--- src/rtl/adc_seq_pkg.sv ---
package adc_seq_pkg;

    typedef enum logic [1:0] {
        ST_IDLE,
        ST_SETUP,
        ST_DECIDE,
        ST_CLOSE
    } seq_state_e;

endpackage

--- src/rtl/adc_clk_div.sv ---
module adc_clk_div #(
    parameter int SEL_W = 2,
    localparam int CNT_W = 2 ** SEL_W
) (
    input  logic             clk,
    input  logic             rst_n,
    input  logic             clr,
    input  logic             run,
    input  logic [SEL_W-1:0] sel,
    output logic             tick
);

    logic [CNT_W-1:0] cnt;
    logic [CNT_W-1:0] limit;

    // divisor is 2 << sel, so the count wraps at (2 << sel) - 1
    assign limit = CNT_W'((32'd2 << sel) - 32'd1);
    assign tick  = run && (cnt == limit);

    always_ff @(posedge clk or negedge rst_n) begin
        if (!rst_n) begin
            cnt <= '0;
        end else if (clr || !run || tick) begin
            cnt <= '0;
        end else begin
            cnt <= cnt + 1'b1;
        end
    end

endmodule

--- src/rtl/adc_seq_fsm.sv ---
module adc_seq_fsm
    import adc_seq_pkg::*;
#(
    parameter int RES_W          = 12,
    parameter int SETUP_TICKS    = 10,
    parameter int EDGES_PER_SLOT = 4,
    parameter int CLOSE_SLOTS    = 2,
    localparam int IDX_W         = $clog2(RES_W)
) (
    input  logic             clk,
    input  logic             rst_n,
    input  logic             start_req,
    input  logic             abort_req,
    input  logic             tick,
    output logic [IDX_W-1:0] bit_idx,
    output logic             decide,
    output logic             done,
    output logic             trial_en,
    output logic             run,
    output logic             clr_div
);

    localparam int CLOSE_TICKS = CLOSE_SLOTS * EDGES_PER_SLOT;
    localparam int MAX_A       = (SETUP_TICKS > EDGES_PER_SLOT) ? SETUP_TICKS : EDGES_PER_SLOT;
    localparam int MAX_CNT     = (MAX_A > CLOSE_TICKS) ? MAX_A : CLOSE_TICKS;
    localparam int CNT_W       = $clog2(MAX_CNT + 1);

    localparam logic [CNT_W-1:0] SETUP_LAST = CNT_W'(SETUP_TICKS - 1);
    localparam logic [CNT_W-1:0] EDGE_LAST  = CNT_W'(EDGES_PER_SLOT - 1);
    localparam logic [CNT_W-1:0] CLOSE_LAST = CNT_W'(CLOSE_TICKS - 1);
    localparam logic [IDX_W-1:0] IDX_TOP    = IDX_W'(RES_W - 1);

    seq_state_e       state, state_nx;
    logic [CNT_W-1:0] cnt, cnt_nx;
    logic [IDX_W-1:0] idx_nx;
    logic             wr_hit;

    assign wr_hit = start_req || abort_req;

    // state register
    always_ff @(posedge clk or negedge rst_n) begin
        if (!rst_n) begin
            state   <= ST_IDLE;
            cnt     <= '0;
            bit_idx <= '0;
        end else begin
            state   <= state_nx;
            cnt     <= cnt_nx;
            bit_idx <= idx_nx;
        end
    end

    // next state and counters; software writes take priority over ticks
    always_comb begin
        state_nx = state;
        cnt_nx   = cnt;
        idx_nx   = bit_idx;
        if (start_req) begin
            state_nx = ST_SETUP;
            cnt_nx   = '0;
            idx_nx   = IDX_TOP;
        end else if (abort_req) begin
            state_nx = ST_IDLE;
            cnt_nx   = '0;
        end else if (tick) begin
            unique case (state)
                ST_IDLE: begin
                    cnt_nx = '0;
                end
                ST_SETUP: begin
                    if (cnt == SETUP_LAST) begin
                        state_nx = ST_DECIDE;
                        cnt_nx   = '0;
                    end else begin
                        cnt_nx = cnt + 1'b1;
                    end
                end
                ST_DECIDE: begin
                    if (cnt == EDGE_LAST) begin
                        cnt_nx = '0;
                        if (bit_idx == '0) begin
                            state_nx = ST_CLOSE;
                        end else begin
                            idx_nx = bit_idx - 1'b1;
                        end
                    end else begin
                        cnt_nx = cnt + 1'b1;
                    end
                end
                ST_CLOSE: begin
                    if (cnt == CLOSE_LAST) begin
                        state_nx = ST_IDLE;
                        cnt_nx   = '0;
                    end else begin
                        cnt_nx = cnt + 1'b1;
                    end
                end
            endcase
        end
    end

    // outputs
    always_comb begin
        run      = (state != ST_IDLE);
        trial_en = (state == ST_DECIDE);
        clr_div  = start_req;
        decide   = trial_en && tick && (cnt == EDGE_LAST) && !wr_hit;
        done     = (state == ST_CLOSE) && tick && (cnt == CLOSE_LAST) && !wr_hit;
    end

endmodule

--- src/rtl/adc_sar_reg.sv ---
module adc_sar_reg #(
    parameter int RES_W   = 12,
    localparam int IDX_W  = $clog2(RES_W)
) (
    input  logic             clk,
    input  logic             rst_n,
    input  logic             clear,
    input  logic             decide,
    input  logic             trial_en,
    input  logic [IDX_W-1:0] bit_idx,
    input  logic             cmp_in,
    output logic [RES_W-1:0] code,
    output logic [RES_W-1:0] dac_code
);

    logic [RES_W-1:0] mask;

    assign mask     = RES_W'(1) << bit_idx;
    // bits below the trial position are still zero, so OR-ing the mask sets the trial
    assign dac_code = trial_en ? (code | mask) : '0;

    always_ff @(posedge clk or negedge rst_n) begin
        if (!rst_n) begin
            code <= '0;
        end else if (clear) begin
            code <= '0;
        end else if (decide) begin
            code <= (code & ~mask) | (cmp_in ? mask : '0);
        end
    end

endmodule

--- src/rtl/adc_sar_seq.sv ---
module adc_sar_seq #(
    parameter int RES_W          = 12,
    parameter int CHAN_W         = 4,
    parameter int SEL_W          = 2,
    parameter int SETUP_TICKS    = 10,
    parameter int EDGES_PER_SLOT = 4,
    parameter int CLOSE_SLOTS    = 2
) (
    input  logic                    clk,
    input  logic                    rst_n,
    input  logic                    wr_en,
    input  logic [CHAN_W+SEL_W:0]   wr_data,
    input  logic                    cmp_in,
    output logic [CHAN_W+SEL_W+1:0] mode_rd,
    output logic [7:0]              res_hi,
    output logic [7:0]              res_lo,
    output logic [CHAN_W-1:0]       adc_chan,
    output logic [RES_W-1:0]        dac_code
);

    localparam int SEL_LSB   = CHAN_W;
    localparam int START_BIT = CHAN_W + SEL_W;
    localparam int IDX_W     = $clog2(RES_W);

    logic [CHAN_W-1:0] chan_q;
    logic [SEL_W-1:0]  sel_q;
    logic              start_q;
    logic              eoc_q;
    logic [RES_W-1:0]  result_q;

    logic              start_req;
    logic              abort_req;
    logic              tick;
    logic [IDX_W-1:0]  bit_idx;
    logic              decide;
    logic              done;
    logic              trial_en;
    logic              run;
    logic              clr_div;
    logic [RES_W-1:0]  code;

    assign start_req = wr_en && wr_data[START_BIT];
    assign abort_req = wr_en && !wr_data[START_BIT];

    adc_clk_div #(
        .SEL_W (SEL_W)
    ) u_div (
        .clk   (clk),
        .rst_n (rst_n),
        .clr   (clr_div),
        .run   (run),
        .sel   (sel_q),
        .tick  (tick)
    );

    adc_seq_fsm #(
        .RES_W          (RES_W),
        .SETUP_TICKS    (SETUP_TICKS),
        .EDGES_PER_SLOT (EDGES_PER_SLOT),
        .CLOSE_SLOTS    (CLOSE_SLOTS)
    ) u_fsm (
        .clk       (clk),
        .rst_n     (rst_n),
        .start_req (start_req),
        .abort_req (abort_req),
        .tick      (tick),
        .bit_idx   (bit_idx),
        .decide    (decide),
        .done      (done),
        .trial_en  (trial_en),
        .run       (run),
        .clr_div   (clr_div)
    );

    adc_sar_reg #(
        .RES_W (RES_W)
    ) u_sar (
        .clk      (clk),
        .rst_n    (rst_n),
        .clear    (start_req),
        .decide   (decide),
        .trial_en (trial_en),
        .bit_idx  (bit_idx),
        .cmp_in   (cmp_in),
        .code     (code),
        .dac_code (dac_code)
    );

    // mode register with hardware-updated handshake bits, and result capture
    always_ff @(posedge clk or negedge rst_n) begin
        if (!rst_n) begin
            chan_q   <= '0;
            sel_q    <= '0;
            start_q  <= 1'b0;
            eoc_q    <= 1'b0;
            result_q <= '0;
        end else if (wr_en) begin
            chan_q  <= wr_data[CHAN_W-1:0];
            sel_q   <= wr_data[SEL_LSB +: SEL_W];
            start_q <= wr_data[START_BIT];
            if (wr_data[START_BIT]) begin
                eoc_q <= 1'b0;
            end
        end else if (done) begin
            start_q  <= 1'b0;
            eoc_q    <= 1'b1;
            result_q <= code;
        end
    end

    assign mode_rd  = {eoc_q, start_q, sel_q, chan_q};
    assign adc_chan = chan_q;
    assign res_lo   = result_q[7:0];
    assign res_hi   = 8'(result_q >> 8);

endmodule

--- config.mk ---
export PLATFORM = sky130hd
export DESIGN_NAME = adc_sar_seq
export DESIGN_NICKNAME = d
export VERILOG_FILES = /design/src/rtl/adc_seq_pkg.sv /design/src/rtl/adc_clk_div.sv /design/src/rtl/adc_seq_fsm.sv /design/src/rtl/adc_sar_reg.sv /design/src/rtl/adc_sar_seq.sv
export SDC_FILE = /design/constraint.sdc
export NUM_CORES = 1
export LEC_CHECK = 0
export BUFFER_PORTS_ARGS = -buffer_cell sky130_fd_sc_hd__buf_2
export CAP_MARGIN = 20
export CORE_MARGIN = 2
export CORE_UTILIZATION = 25
export DETAILED_ROUTE_END_ITERATION = 8
export GPL_TIMING_DRIVEN = 0
export PLACE_DENSITY = 0.42
export SLEW_MARGIN = 20
export SYNTH_ARGS = -nofsm -noshare
export SYNTH_HDL_FRONTEND = slang
export SYNTH_SLANG_ARGS = --single-unit
--- constraint.sdc ---
create_clock -name clk -period 4.4 [get_ports clk]
set_clock_uncertainty 0.1 [all_clocks]
set_input_delay 0.66 -clock clk [delete_from_list [all_inputs] [get_ports clk]]
set_output_delay 0.66 -clock clk [all_outputs]
set_load 0.005 [all_outputs]
# --- After elaboration in Yosys (flattened, before gate mapping) ---
# Index checks and enable logic that the tools add are counted.
op_classes:
  n_mux: 31
  multipliers: 0
  n_addsub: 4
  div_mod_pow: 0
  eq_ne: 14
  n_shift: 2
  order_cmp: 0
  bitwise: 5
  reduce_logical: 29
op_table:
  columns: ["cell", "count"]
  rows:
  - ["4-bit 2-to-1 mux", 13]
  - ["12-bit 2-to-1 mux", 4]
  - ["12-bit bitwise OR", 2]
  - ["4-bit case mux with 4 select lines", 1]
  - ["2-bit 2-to-1 mux", 7]
  - ["12-bit AND", 1]
  - ["12-bit inverter", 1]
  - ["2-bit nonzero test", 6]
  - ["1-bit by 4-bit << shifter with 12-bit output, first input constant", 1]
  - ["1-bit logical AND", 9]
  - ["4-bit by 1-bit adder with 4-bit output, second input constant", 2]
  - ["4-bit by 2-bit != test with 1-bit output, second input constant", 2]
  - ["4-bit != test, second input constant", 2]
  - ["4-bit by 1-bit subtractor with 4-bit output, second input constant", 2]
  - ["2-bit case mux with 3 select lines", 1]
  - ["6-bit AND reduction", 1]
  - ["1-bit 2-to-1 mux", 5]
  - ["5-bit AND reduction", 1]
  - ["5-bit nonzero test", 1]
  - ["2-bit == test, second input constant", 2]
  - ["4-bit by 2-bit == test with 1-bit output, second input constant", 1]
  - ["4-bit by 3-bit == test with 1-bit output, second input constant", 1]
  - ["4-bit == test", 1]
  - ["4-bit == test, second input constant", 1]
  - ["other kinds (11)", 17]
totals:
  word_cells: 95
  mem_bits_ro: 0
  ramBits: 0
  reg_bits: 46
  out_inout_bits: 40
  latchBits: 0
  in_bits: 11
  n_memories: 0

# --- Depth between registers and ports, before layout ---
# Gate-level depths: netlist (run 1).
depth:
  word_depth: 9
  mapped_depth: 8
  ltp_nobuf: 7

# --- By module ---
# A second synthesis (run 1) with hierarchy kept.
hier_totals:
  cells_unflattened: 245
  hier_area_um2: 2601.2
modules_own_cells:
  columns: ["module", "cells_per_inst", "instances", "area_per_inst_um2", "seq_area_each_um2"]
  rows:
  - ["adc_sar_seq", 59, 1, 898.4, 500.5]
  - ["adc_sar_reg", 86, 1, 764.5, 300.3]
  - ["adc_seq_fsm", 77, 1, 703.2, 250.2]
  - ["adc_clk_div", 23, 1, 235.2, 100.1]

# --- Least setup slack after synthesis (run 1) ---
# OpenSTA, ideal clock, no wires.
synth_path:
  path_type: "flip-flop to flip-flop"
  startpoint: "register u_div.cnt[1]"
  endpoint: "register result_q[10]"
  required_ns: 4.173
  t_arrival_ns: 2.144
  stages_incl_launch_ff: 7
  slack_ns: 2.029
  n_path_buf: 2
  period_less_slack_ns: 2.371
  setup_time_ns: 0.127
  cell_sequence: "dfrtp_1 > a2111o_1 > a21o_1 > or4_1 > buf_2 > buf_6 > mux2_1"
synth_via:
  elab_chain_cells: 6
synth_lines:
  columns: ["item", "line", "rtl"]
  rows:
  - ["from (decl)", "adc_clk_div.sv:13", "logic [CNT_W-1:0] cnt;"]
  - ["from (signal assigned)", "adc_clk_div.sv:26", "cnt <= cnt + 1'b1;"]
  - ["4-bit == test", "adc_clk_div.sv:18", "assign tick = run && (cnt == limit);"]
  - ["1-bit logical AND", "adc_clk_div.sv:18", null]
  - ["1-bit logical AND (3 in series)", "adc_seq_fsm.sv:108", "done = (state == ST_CLOSE) && tick && (cnt == CLOSE_LAST) && !wr_hit;"]
  - ["2-bit AND reduction (no line)", null, null]
  - ["to (signal assigned)", "adc_sar_seq.sv:107", "result_q <= code;"]
  - ["to (decl)", "adc_sar_seq.sv:29", "logic [RES_W-1:0] result_q;"]
# No other way between the ends.
# A chain may end at the register's enable or synchronous reset.

# --- Worst setup path after layout (run 1) ---
layout_path:
  startpoint: "register u_fsm.state[0]"
  endpoint: "register u_sar.code[10]"
layout_via:
  elab_chain_cells: 6
  elab_cells_between_ends: 7
  cone_classes: "1 x eq/ne; 6 x reduce/logical"
layout_lines:
  columns: ["item", "line", "rtl"]
  rows:
  - ["from (decl)", "adc_seq_fsm.sv:33", "seq_state_e state, state_nx;"]
  - ["from (signal assigned)", "adc_seq_fsm.sv:47", "state <= state_nx;"]
  - ["2-bit nonzero test", "adc_seq_fsm.sv:104", "run = (state != ST_IDLE);"]
  - ["1-bit logical AND", "adc_clk_div.sv:18", null]
  - ["1-bit logical AND (*) (3 in series)", "adc_seq_fsm.sv:107", "decide = trial_en && tick && (cnt == EDGE_LAST) && !wr_hit;"]
  - ["2-bit nonzero test (no line) (*)", null, null]
  - ["to (signal assigned)", "adc_sar_reg.sv:28", "code <= (code & ~mask) | (cmp_in ? mask : '0);"]
  - ["to (decl)", "adc_sar_reg.sv:12", "output logic [RES_W-1:0] code,"]
# Mark *: on every way between the ends. The rest lies on a longest branch, timed or not.

==> run_results.csv, run 1 <==
group,metric,value,unit
clock_tree,cts_num_sinks,46,
setup_path,worst_path_max_delay_cell,"a2111oi_0",
placed_design,gp_congestion,0.803,
setup_path,cp_cell_sequence,"buf_2, nand2b_1, or3_1, clkbuf_1, a2111oi_0, nand3_1, a21oi_1",
synth,synth_edf_count,0,
status,status,"finished clean",
cells_and_area,antenna_cells,0,
timing,setup_viol,0,
clock_tree,cts_tree,"done",
floorplanning,dieArea,10800,µm²
floorplanning,io_pins,51,
detailed_routing,drcViolationCount,0,
global_route,grt_max_degree,47,
setup_path,critPathKind,"reg2reg",
timing,max_slew.worst_pin.slew,953,ps
global_route,first_global_vias,2101,
synth,ys_ff_latch,46,
floorplanning,die_y,104,µm
cells_and_area,drive_above_1_share,24.8,%
timing,rsz0062_at_grt,"false",
setup_path,reg2reg_to,"u_sar.code[10]$_DFFE_PN0P_",
clock_tree,clock_latency,300,ps
synth,syn_area_per_cell,9.69,µm²
global_route,grt_pass1_wl,11.0,mm
detailed_routing,vias,2087,
synth,ys_types,44,
detailed_routing,post_drt_wl_per_cell,14.7,µm
cells_and_area,nFillCells,1066,
floorplanning,core-area,9730,µm²
cells_and_area,syn_to_final_growth,19.3,%
detailed_routing,postRouteAntennaNets,0,
placed_design,dpl.hpwl,4.73,mm
timing,fmax,362,MHz
synth,synth-main-ff-cell,"dfrtp_1",
clock_tree,path_clk_slew,90,ps
cells_and_area,most-common-layout-cells,"dfrtp_1, buf_2, a21oi_1",
clock_tree,cts.path.max_buffers,2,
placed_design,port_buffers,44,
setup_path,reg2reg_depth,7,
detailed_routing,initialDrtViolationCount,95,
detailed_routing,totalWireLength,6.53,mm
setup_path,cp-start-kind,"flip-flop",
synth,syn_inst,257,
detailed_routing,drt_first_pass_iters,4,
power_and_ir_drop,p_leak,1.37,nW
timing,period_minus_slack,2760,ps
setup_path,r2r-start,"u_fsm.state[0]$_DFFE_PN0P_",
timing,relSlewSlack,34.8,%
timing,hold_violations,0,
clock_tree,holdBufCountCts,0,
global_route,grt_usage,12.5,%
setup_path,r2r_setup_slack,1640,ps
global_route,antenna_found_initial,0,
setup_path,slowest_delay,880,ps
timing,fin_crit_sh,62.7,%
floorplanning,dieWidth,104,µm
timing,slew_violations,0,
worst_hold_path,hold_path_class,"in2async",
setup_path,critPathCaptureType,"flip-flop",
floorplanning,rows,36,
floorplanning,initial_core_util,25.6,%
synth,yosys_warnings,0,
global_route,overflow,0,
cells_and_area,nets,330,
clock_tree,cts_max_level,2,
power_and_ir_drop,p_per_area,258,nW/µm²
detailed_routing,viasPerCell,4.70,
synth,async_flop_share,100,%
power_and_ir_drop,power,0.768,mW
clock_tree,cts_made_buffers,5,
setup_path,cp.arrival,2890,ps
timing,setup_tns,0,ps
synth,yosysSeqAreaShare,46.2,%
clock_tree,root_buffer,"clkbuf_8",
clock_tree,post_cts_resized,0,
cells_and_area,multiInputGateArea,1180,µm²
setup_path,crit_fanout,9,
cells_and_area,ff_latch_area,1150,µm²
synth,syn-cell-area,2490,µm²
setup_path,required,4530,ps
clock_tree,post_cts_buffers,0,
power_and_ir_drop,ir_drop,0.0940,mV
run,drv_cap,0,
cells_and_area,layout_commonest_cell,"dfrtp_1",
[area by class of cell]
cell class | count | share of cell area, %
flip-flops and latches | 46 | 38.7
plain buffers | 24 | 4.63
multi-input cells | 181 | 39.7
clock buffers | 5 | 2.32
clock inverters | 2 | 0.337
inverters | 9 | 1.14
repair buffers | 44 | 7.49
well taps | 133 | 5.60
[critical path, delay by kind of cell, from the launching register on]
family,cells,cell delay [ps]
AO/OA/AOI/OAI,2,1070
buffers and inverters,2,360
flip-flops,1,370
AND/OR/NAND/NOR,3,790
[cell usage after synthesis, types with 2 or more instances]
master / n / area share (%)
xor2_1: 2 / 0.70
ha_1: 8 / 4.0
mux2_2: 9 / 4.1
inv_1: 9 / 1.4
a31oi_1: 3 / 0.75
a2111oi_0: 3 / 1.1
a21oi_1: 27 / 5.4
nand3_1: 19 / 3.8
dfrtp_1: 46 / 46
nand2_1: 15 / 2.3
buf_2: 2 / 0.40
nor4_1: 3 / 0.75
mux2i_1: 5 / 2.0
a21o_1: 2 / 0.60
buf_4: 10 / 3.0
o21ai_0: 4 / 0.80
o31ai_1: 2 / 0.60
clkbuf_1: 10 / 1.5
nor2_1: 26 / 3.9
nor2b_1: 3 / 0.75
nor3_1: 2 / 0.40
nand2b_1: 6 / 1.5
o41ai_1: 10 / 3.5
a31o_2: 2 / 0.70
mux2_1: 8 / 3.6
or3_1: 3 / 0.75
[registers in the layout, indices dropped and copies added, names as in the netlist]
signal / cells
adc_chan: 4
eoc_q: 1
result_q: 12
sel_q: 2
start_q: 1
u_div.cnt: 4
u_fsm.bit_idx: 4
u_fsm.cnt: 4
u_fsm.state: 2
u_sar.code: 12
[through the flow]
step | utilization [%] | area [µm²] | std cells | hold WS, ps | worst slack [ps]
floorplan | - | 2500 | 260 | 264 | 2030
global placement | 29.7 | 2890 | 437 | 369 | 1580
detailed placement | 29.7 | 2890 | 437 | 374 | 1560
CTS | 30.5 | 2970 | 444 | 291 | 1670
global route | 30.5 | 2970 | 444 | 307 | 1350
finish | 30.5 | 2970 | 444 | 261 | 1640
[cells by family (layout without fill, tap and decap cells)]
kind of cell,after synthesis,in the layout,share of synthesized area [%]
AO/OA/AOI/OAI,58,58,15.2
XOR/XNOR,3,3,1.05
adder cells (fa/ha/maj),8,8,4.02
buffers and inverters,33,84,6.88
flip-flops,46,46,46.2
multiplexers,22,22,9.69
other,1,4,0.151
AND/OR/NAND/NOR,86,86,16.8
[metal layers]
metal  routed length, µm  track usage [%]  part of all wire (%)
met1                3200             17.0                    49
met3                 166             2.08                   2.5
met5                   0                0                     0
met4                  89             3.76                   1.4
met2                3070             20.4                    47
[worst max-delay path by stage]
stage | startpoint | endpoint | slack (ps)
2_1_floorplan | u_div.cnt[1]$_DFF_PN0_ | result_q[10]$_DFFE_PN0P_ | 2030
3_3_place_gp | wr_en | u_sar.code[5]$_DFFE_PN0P_ | 1580
3_5_place_dp | wr_en | u_sar.code[5]$_DFFE_PN0P_ | 1560
4_1_cts | u_fsm.state[0]$_DFFE_PN0P_ | u_sar.code[5]$_DFFE_PN0P_ | 1670
5_1_grt | u_fsm.state[0]$_DFFE_PN0P_ | u_sar.code[9]$_DFFE_PN0P_ | 1350
6_report | u_fsm.state[0]$_DFFE_PN0P_ | u_sar.code[10]$_DFFE_PN0P_ | 1640
[where the power goes]
part | internal, mW | leakage (nW) | switching [mW]
clock | 0.107 | 0.0438 | 0.146
sequential | 0.432 | 0.609 | 0.00914
combinational | 0.0320 | 0.719 | 0.0417
(Power assumes the default switching activity.)
==> run 2: changes to the inputs <==
clock period = 2.7 ns   (was 4.4 ns; I/O delays follow)
==> run_results.csv, run 2 (same netlist as run 1, synthesis figures left out) <==
group,metric,value,unit
status,status,"finished clean",
placed_design,pre_cts_ws,3.76,ps
setup_path,r2r_setup_slack,110,ps
floorplanning,dieWidth,104,µm
power_and_ir_drop,p_int,0.933,mW
global_route,first_global_vias,2099,
run,drv_cap,0,
detailed_routing,totalWireLength,6.56,mm
cells_and_area,syn_to_final_growth,20.5,%
setup_path,crit_family,"compound AO/OA/AOI/OAI gates",
clock_tree,cts_num_sinks,46,
global_route,grt_max_degree,47,
power_and_ir_drop,ir_drop,0.151,mV
setup_path,path_common_cell,"buf_2",
clock_tree,clock_latency,300,ps
detailed_routing,initialDrtViolationCount,120,
detailed_routing,drcViolationCount,0,
setup_path,required,2780,ps
timing,relSlewSlack,55.7,%
clock_tree,root_buffer,"clkbuf_8",
placed_design,gp_congestion,0.803,
cells_and_area,antenna_cells,0,
floorplanning,dieArea,10800,µm²
setup_path,r2r-start,"u_fsm.state[0]$_DFFE_PN0P_",
cells_and_area,reg_top3,"result_q x12, u_sar.code x12",
timing,finalWorstSetupSlack,111,ps
setup_path,path_depth,8,
power_and_ir_drop,p_leak,1.38,nW
floorplanning,core-area,9730,µm²
clock_tree,cts_max_level,2,
detailed_routing,post_drt_wl_per_cell,14.7,µm
timing,slew_violations,0,
cells_and_area,nFillCells,1063,
setup_path,critPathKind,"reg2reg",
placed_design,port_buffers,44,
timing,max_slew.worst_pin.slew,665,ps
power_and_ir_drop,pwr-share-comb,10.0,%
global_route,grt_usage,12.5,%
cells_and_area,instances_no_fill,445,
setup_path,reg2reg_to,"result_q[5]$_DFFE_PN0P_",
timing,fmax,386,MHz
setup_path,cp-start-kind,"flip-flop",
setup_path,crit_fanout,10,
cells_and_area,drive_above_1_share,26.6,%
placed_design,dp_cells,437,
placed_design,dpl.hpwl,4.73,mm
setup_path,cp_cell_sequence,"buf_2, o21ai_1, a221o_1, a21o_1, or4_1, buf_2, buf_6, mux2_1",
detailed_routing,viasPerCell,4.67,
timing,fin_crit_sh,95.9,%
setup_path,worst_path_max_delay_cell,"or4_1",
clock_tree,holdBufCountCts,0,
setup_path,critPathCaptureType,"flip-flop",
floorplanning,initial_core_util,25.6,%
setup_path,cp.arrival,2670,ps
setup_path,path_buf_inv,3,
setup_path,slowest_delay,500,ps
global_route,overflow,0,
floorplanning,die_y,104,µm
timing,setup_viol,0,
clock_tree,path_clk_slew,90,ps
power_and_ir_drop,pwr-share-seq,57.2,%
power_and_ir_drop,power.switching,0.324,mW
worst_hold_path,hold_path_class,"in2async",
setup_path,reg2reg_depth,8,
cells_and_area,most-common-layout-cells,"buf_2, dfrtp_1, a21oi_1",
floorplanning,io_pins,51,
power_and_ir_drop,power_frac_clock,32.8,%
clock_tree,cts_tree,"done",
detailed_routing,vias,2080,
power_and_ir_drop,p_per_area,419,nW/µm²
global_route,grt_pass1_wl,11.0,mm
power_and_ir_drop,netSwitchingFraction,25.7,%
timing,whs,8.94,ps
timing,period_minus_slack,2590,ps
timing,hold_violations,0,
global_route,antenna_found_initial,0,
clock_tree,cts.path.max_buffers,2,
timing,rsz0062_at_grt,"true",
clock_tree,cts_made_buffers,5,
detailed_routing,drt_first_pass_iters,4,
cells_and_area,nets,331,
detailed_routing,postRouteAntennaNets,0,
floorplanning,rows,36,
## run 2: changes by cell type in the layout (fill, tap and decap cells not counted), sizes merged
cell,change
buf,+1
## run 2: timing repair
| action | CTS | global route |
|---|---|---|
| pin swaps | 0 | 1 |
| gates resized for setup | 2 | 6 |
| buffers inserted | 0 | 1 |
| setup endpoints to repair | 2 | 20 |
| gates cloned | 0 | 0 |
## run 2: how the worst max path moves through the flow
| stage | from | endpoint |
|---|---|---|
| after floorplan | u_div.cnt[1]$_DFF_PN0_ | result_q[10]$_DFFE_PN0P_ |
| after global routing | u_fsm.state[0]$_DFFE_PN0P_ | u_sar.code[5]$_DFFE_PN0P_ |
| after CTS | u_fsm.state[0]$_DFFE_PN0P_ | u_sar.code[3]$_DFFE_PN0P_ |
| after global placement | u_fsm.state[0]$_DFFE_PN0P_ | u_sar.code[5]$_DFFE_PN0P_ |
| after detailed placement | u_fsm.state[0]$_DFFE_PN0P_ | u_sar.code[5]$_DFFE_PN0P_ |
| final | u_fsm.state[0]$_DFFE_PN0P_ | result_q[5]$_DFFE_PN0P_ |
## run 2: power by group through the flow
stage               sequential [mW]  combinational (mW)  clock (mW)
floorplan                     0.730              0.0698           0
CTS                           0.719               0.123       0.438
global route                  0.723               0.143       0.467
finish                        0.719               0.126       0.412
global placement              0.732               0.122           0
detailed placement            0.733               0.122           0
## run 2: area by class of cell
cell class	instances	area (µm²)	area share (%)
Buffer	24	138	4.58
Clock buffer	5	68.8	2.29
Clock inverter	2	10.0	0.333
Inverter	9	33.8	1.13
Multi-Input combinational cell	181	1200	40.1
Sequential cell	46	1150	38.4
Tap cell	133	166	5.54
Timing Repair Buffer	45	230	7.67
## run 2: through the flow
step	power, mW	cell area [µm²]	util (%)	setup TNS, ps
after floorplan	0.800	2500	-	0
after global placement	0.854	2890	29.7	0
after detailed placement	0.855	2890	29.7	0
after CTS	1.28	2970	30.6	0
after global routing	1.33	3000	30.9	-93.5
final	1.26	3000	30.9	0
## run 2: worst reg2reg max path, stage by stage, from the launching register on
cell and delay (ps):
dfrtp_1 330, buf_2 180, o21ai_1 80, a221o_1 360, a21o_1 250, or4_1 500
buf_2 180, buf_6 160, mux2_1 320
## run 2: metal layers
metal  track usage, %  vias to the layer above  part of all wire, %
li1                 -                     1020                    -
met1             17.1                     1022                   49
met2             20.3                       32                   48
met3             2.08                        6                  2.3
met4             3.76                        0                  1.2
met5                0                        -                    0
==> run 3: changes to the inputs <==
CELL_PAD_IN_SITES_DETAIL_PLACEMENT = 1   (was default)
CELL_PAD_IN_SITES_GLOBAL_PLACEMENT = 1   (was default)
CORE_MARGIN = 10   (was 2)
PLACE_DENSITY = 0.51   (was 0.42)
==> run_results.csv, run 3 (same netlist as run 1, synthesis figures left out) <==
group,metric,value,unit
global_route,antenna_found_initial,0,
cells_and_area,drive_above_1_share,26.4,%
detailed_routing,post_drt_wl_per_cell,16.7,µm
placed_design,port_buffers,44,
clock_tree,cts.path.max_buffers,2,
floorplanning,dieWidth,120,µm
detailed_routing,drcViolationCount,0,
timing,setup_viol,0,
global_route,gr-usage-met1,13.4,%
timing,rsz0062_at_grt,"true",
cells_and_area,layout_commonest_cell,"dfrtp_1",
clock_tree,cts_num_sinks,46,
setup_path,required,2790,ps
setup_path,cp.arrival,2720,ps
cells_and_area,antenna_cells,0,
power_and_ir_drop,p_per_area,429,nW/µm²
detailed_routing,postRouteAntennaNets,0,
setup_path,crit_fanout,10,
global_route,gr-usage-met2,17.2,%
timing,hold_violations,0,
floorplanning,core-area,9730,µm²
status,status,"finished clean",
cells_and_area,multiInputGateArea,1200,µm²
cells_and_area,syn_to_final_growth,21.1,%
global_route,overflow,0,
setup_path,critPathCaptureType,"flip-flop",
power_and_ir_drop,ir_drop,0.162,mV
timing,fmax,381,MHz
detailed_routing,drt_first_pass_iters,4,
global_route,first_global_vias,2234,
worst_hold_path,hold_path_class,"in2async",
clock_tree,path_clk_slew,90,ps
floorplanning,rows,36,
detailed_routing,vias,2080,
clock_tree,cts_tree,"done",
clock_tree,cts_max_level,2,
floorplanning,io_pins,51,
clock_tree,cts_made_buffers,5,
placed_design,gp_congestion,0.763,
global_route,busiest_layer,"met2",
detailed_routing,viasPerCell,4.65,
global_route,use_met3,2.44,%
timing,setup_tns,0,ps
setup_path,critPathKind,"reg2reg",
floorplanning,die_y,120,µm
cells_and_area,ff_latch_area,1150,µm²
floorplanning,dieArea,14400,µm²
timing,period_minus_slack,2630,ps
clock_tree,clock_latency,310,ps
cells_and_area,most-common-layout-cells,"dfrtp_1, buf_2, a21oi_1",
cells_and_area,nFillCells,1173,
placed_design,dpl.hpwl,5.63,mm
timing,relSlewSlack,52.9,%
setup_path,cp-start-kind,"flip-flop",
power_and_ir_drop,p_leak,1.39,nW
run,drv_cap,0,
global_route,grt_max_degree,47,
timing,slew_violations,0,
power_and_ir_drop,power,1.29,mW
timing,fin_crit_sh,97.3,%
detailed_routing,initialDrtViolationCount,101,
floorplanning,initial_core_util,25.6,%
cells_and_area,reg_top3,"result_q x12, u_sar.code x12",
global_route,grt_pass1_wl,12.3,mm
timing,max_slew.worst_pin.slew,707,ps
cells_and_area,nets,332,
detailed_routing,totalWireLength,7.45,mm
clock_tree,root_buffer,"clkbuf_8",
global_route,grt_usage,10.5,%
==> run 3: area by class of cell <==
class	count	share of cell area (%)
Clock inverter	1	0.166
Timing Repair Buffer	46	7.88
Sequential cell	46	38.1
Buffer	24	4.56
Inverter	9	1.12
Tap cell	133	5.51
Clock buffer	7	2.86
Multi-Input combinational cell	181	39.8
==> run 3: layer usage <==
layer | part of all wire (%) | routed length [µm] | vias to the layer above
li1 | - | - | 1021
met1 | 49 | 3620 | 1023
met2 | 47 | 3490 | 29
met3 | 3.4 | 253 | 7
met4 | 1.2 | 87 | 0
met5 | 0 | 0 | -
==> run 3: path summary, 6_finish.rpt <==
kind | startpoint | to | slack [ps] | cells past startpoint
setup / recovery | u_div.cnt[1]$_DFF_PN0_ | result_q[4]$_DFFE_PN0P_ | 70 | 6
hold reg to reg | eoc_q$_DFFE_PN0P_ | eoc_q$_DFFE_PN0P_ | 390 | 2
setup reg to reg | u_div.cnt[1]$_DFF_PN0_ | result_q[4]$_DFFE_PN0P_ | 70 | 6
max in group asynchronous | rst_n | u_sar.code[10]$_DFFE_PN0P_ | 2080 | 1
min in group clk | wr_data[4] | sel_q[0]$_DFFE_PN0P_ | 210 | 3
hold / removal | rst_n | u_fsm.cnt[2]$_DFFE_PN0P_ | 6 | 1
==> run 3: stage by stage <==
| step | setup slack [ps] | cells | instance area, µm² | util [%] | hold WS [ps] |
|---|---|---|---|---|---|
| 6_report | 72.1 | 447 | 3020 | 31.0 | 5.51 |
| 5_1_grt | -45.3 | 447 | 3020 | 31.0 | 58.2 |
| 3_3_place_gp | 12.1 | 437 | 2890 | 29.7 | 370 |
| 4_1_cts | 28.9 | 445 | 2990 | 30.7 | 34.2 |
| 2_1_floorplan | 329 | 260 | 2500 | - | 9.41 |
| 3_5_place_dp | -20.0 | 437 | 2890 | 29.7 | 369 |
==> run 3: worst max-delay path, stage by stage, from the launching register on <==
cell	delay [ps]
dfrtp_1	440
a2111o_1	520
a21o_1	280
or4_1	500
buf_2	180
buf_6	170
mux2_1	320
==> run 3: what timing repair did <==
action	in CTS	in global routing
gates resized for setup	2	5
setup buffers	0	2
hold buffers	0	0
pin swaps	0	0
setup endpoints to repair	4	20
cloned	0	0
==> run 3: report_power, final <==
part / switching, mW / internal, mW / total [mW]
Combinational: 0.0742 / 0.0557 / 0.130
Clock: 0.239 / 0.207 / 0.446
Sequential: 0.0144 / 0.704 / 0.718
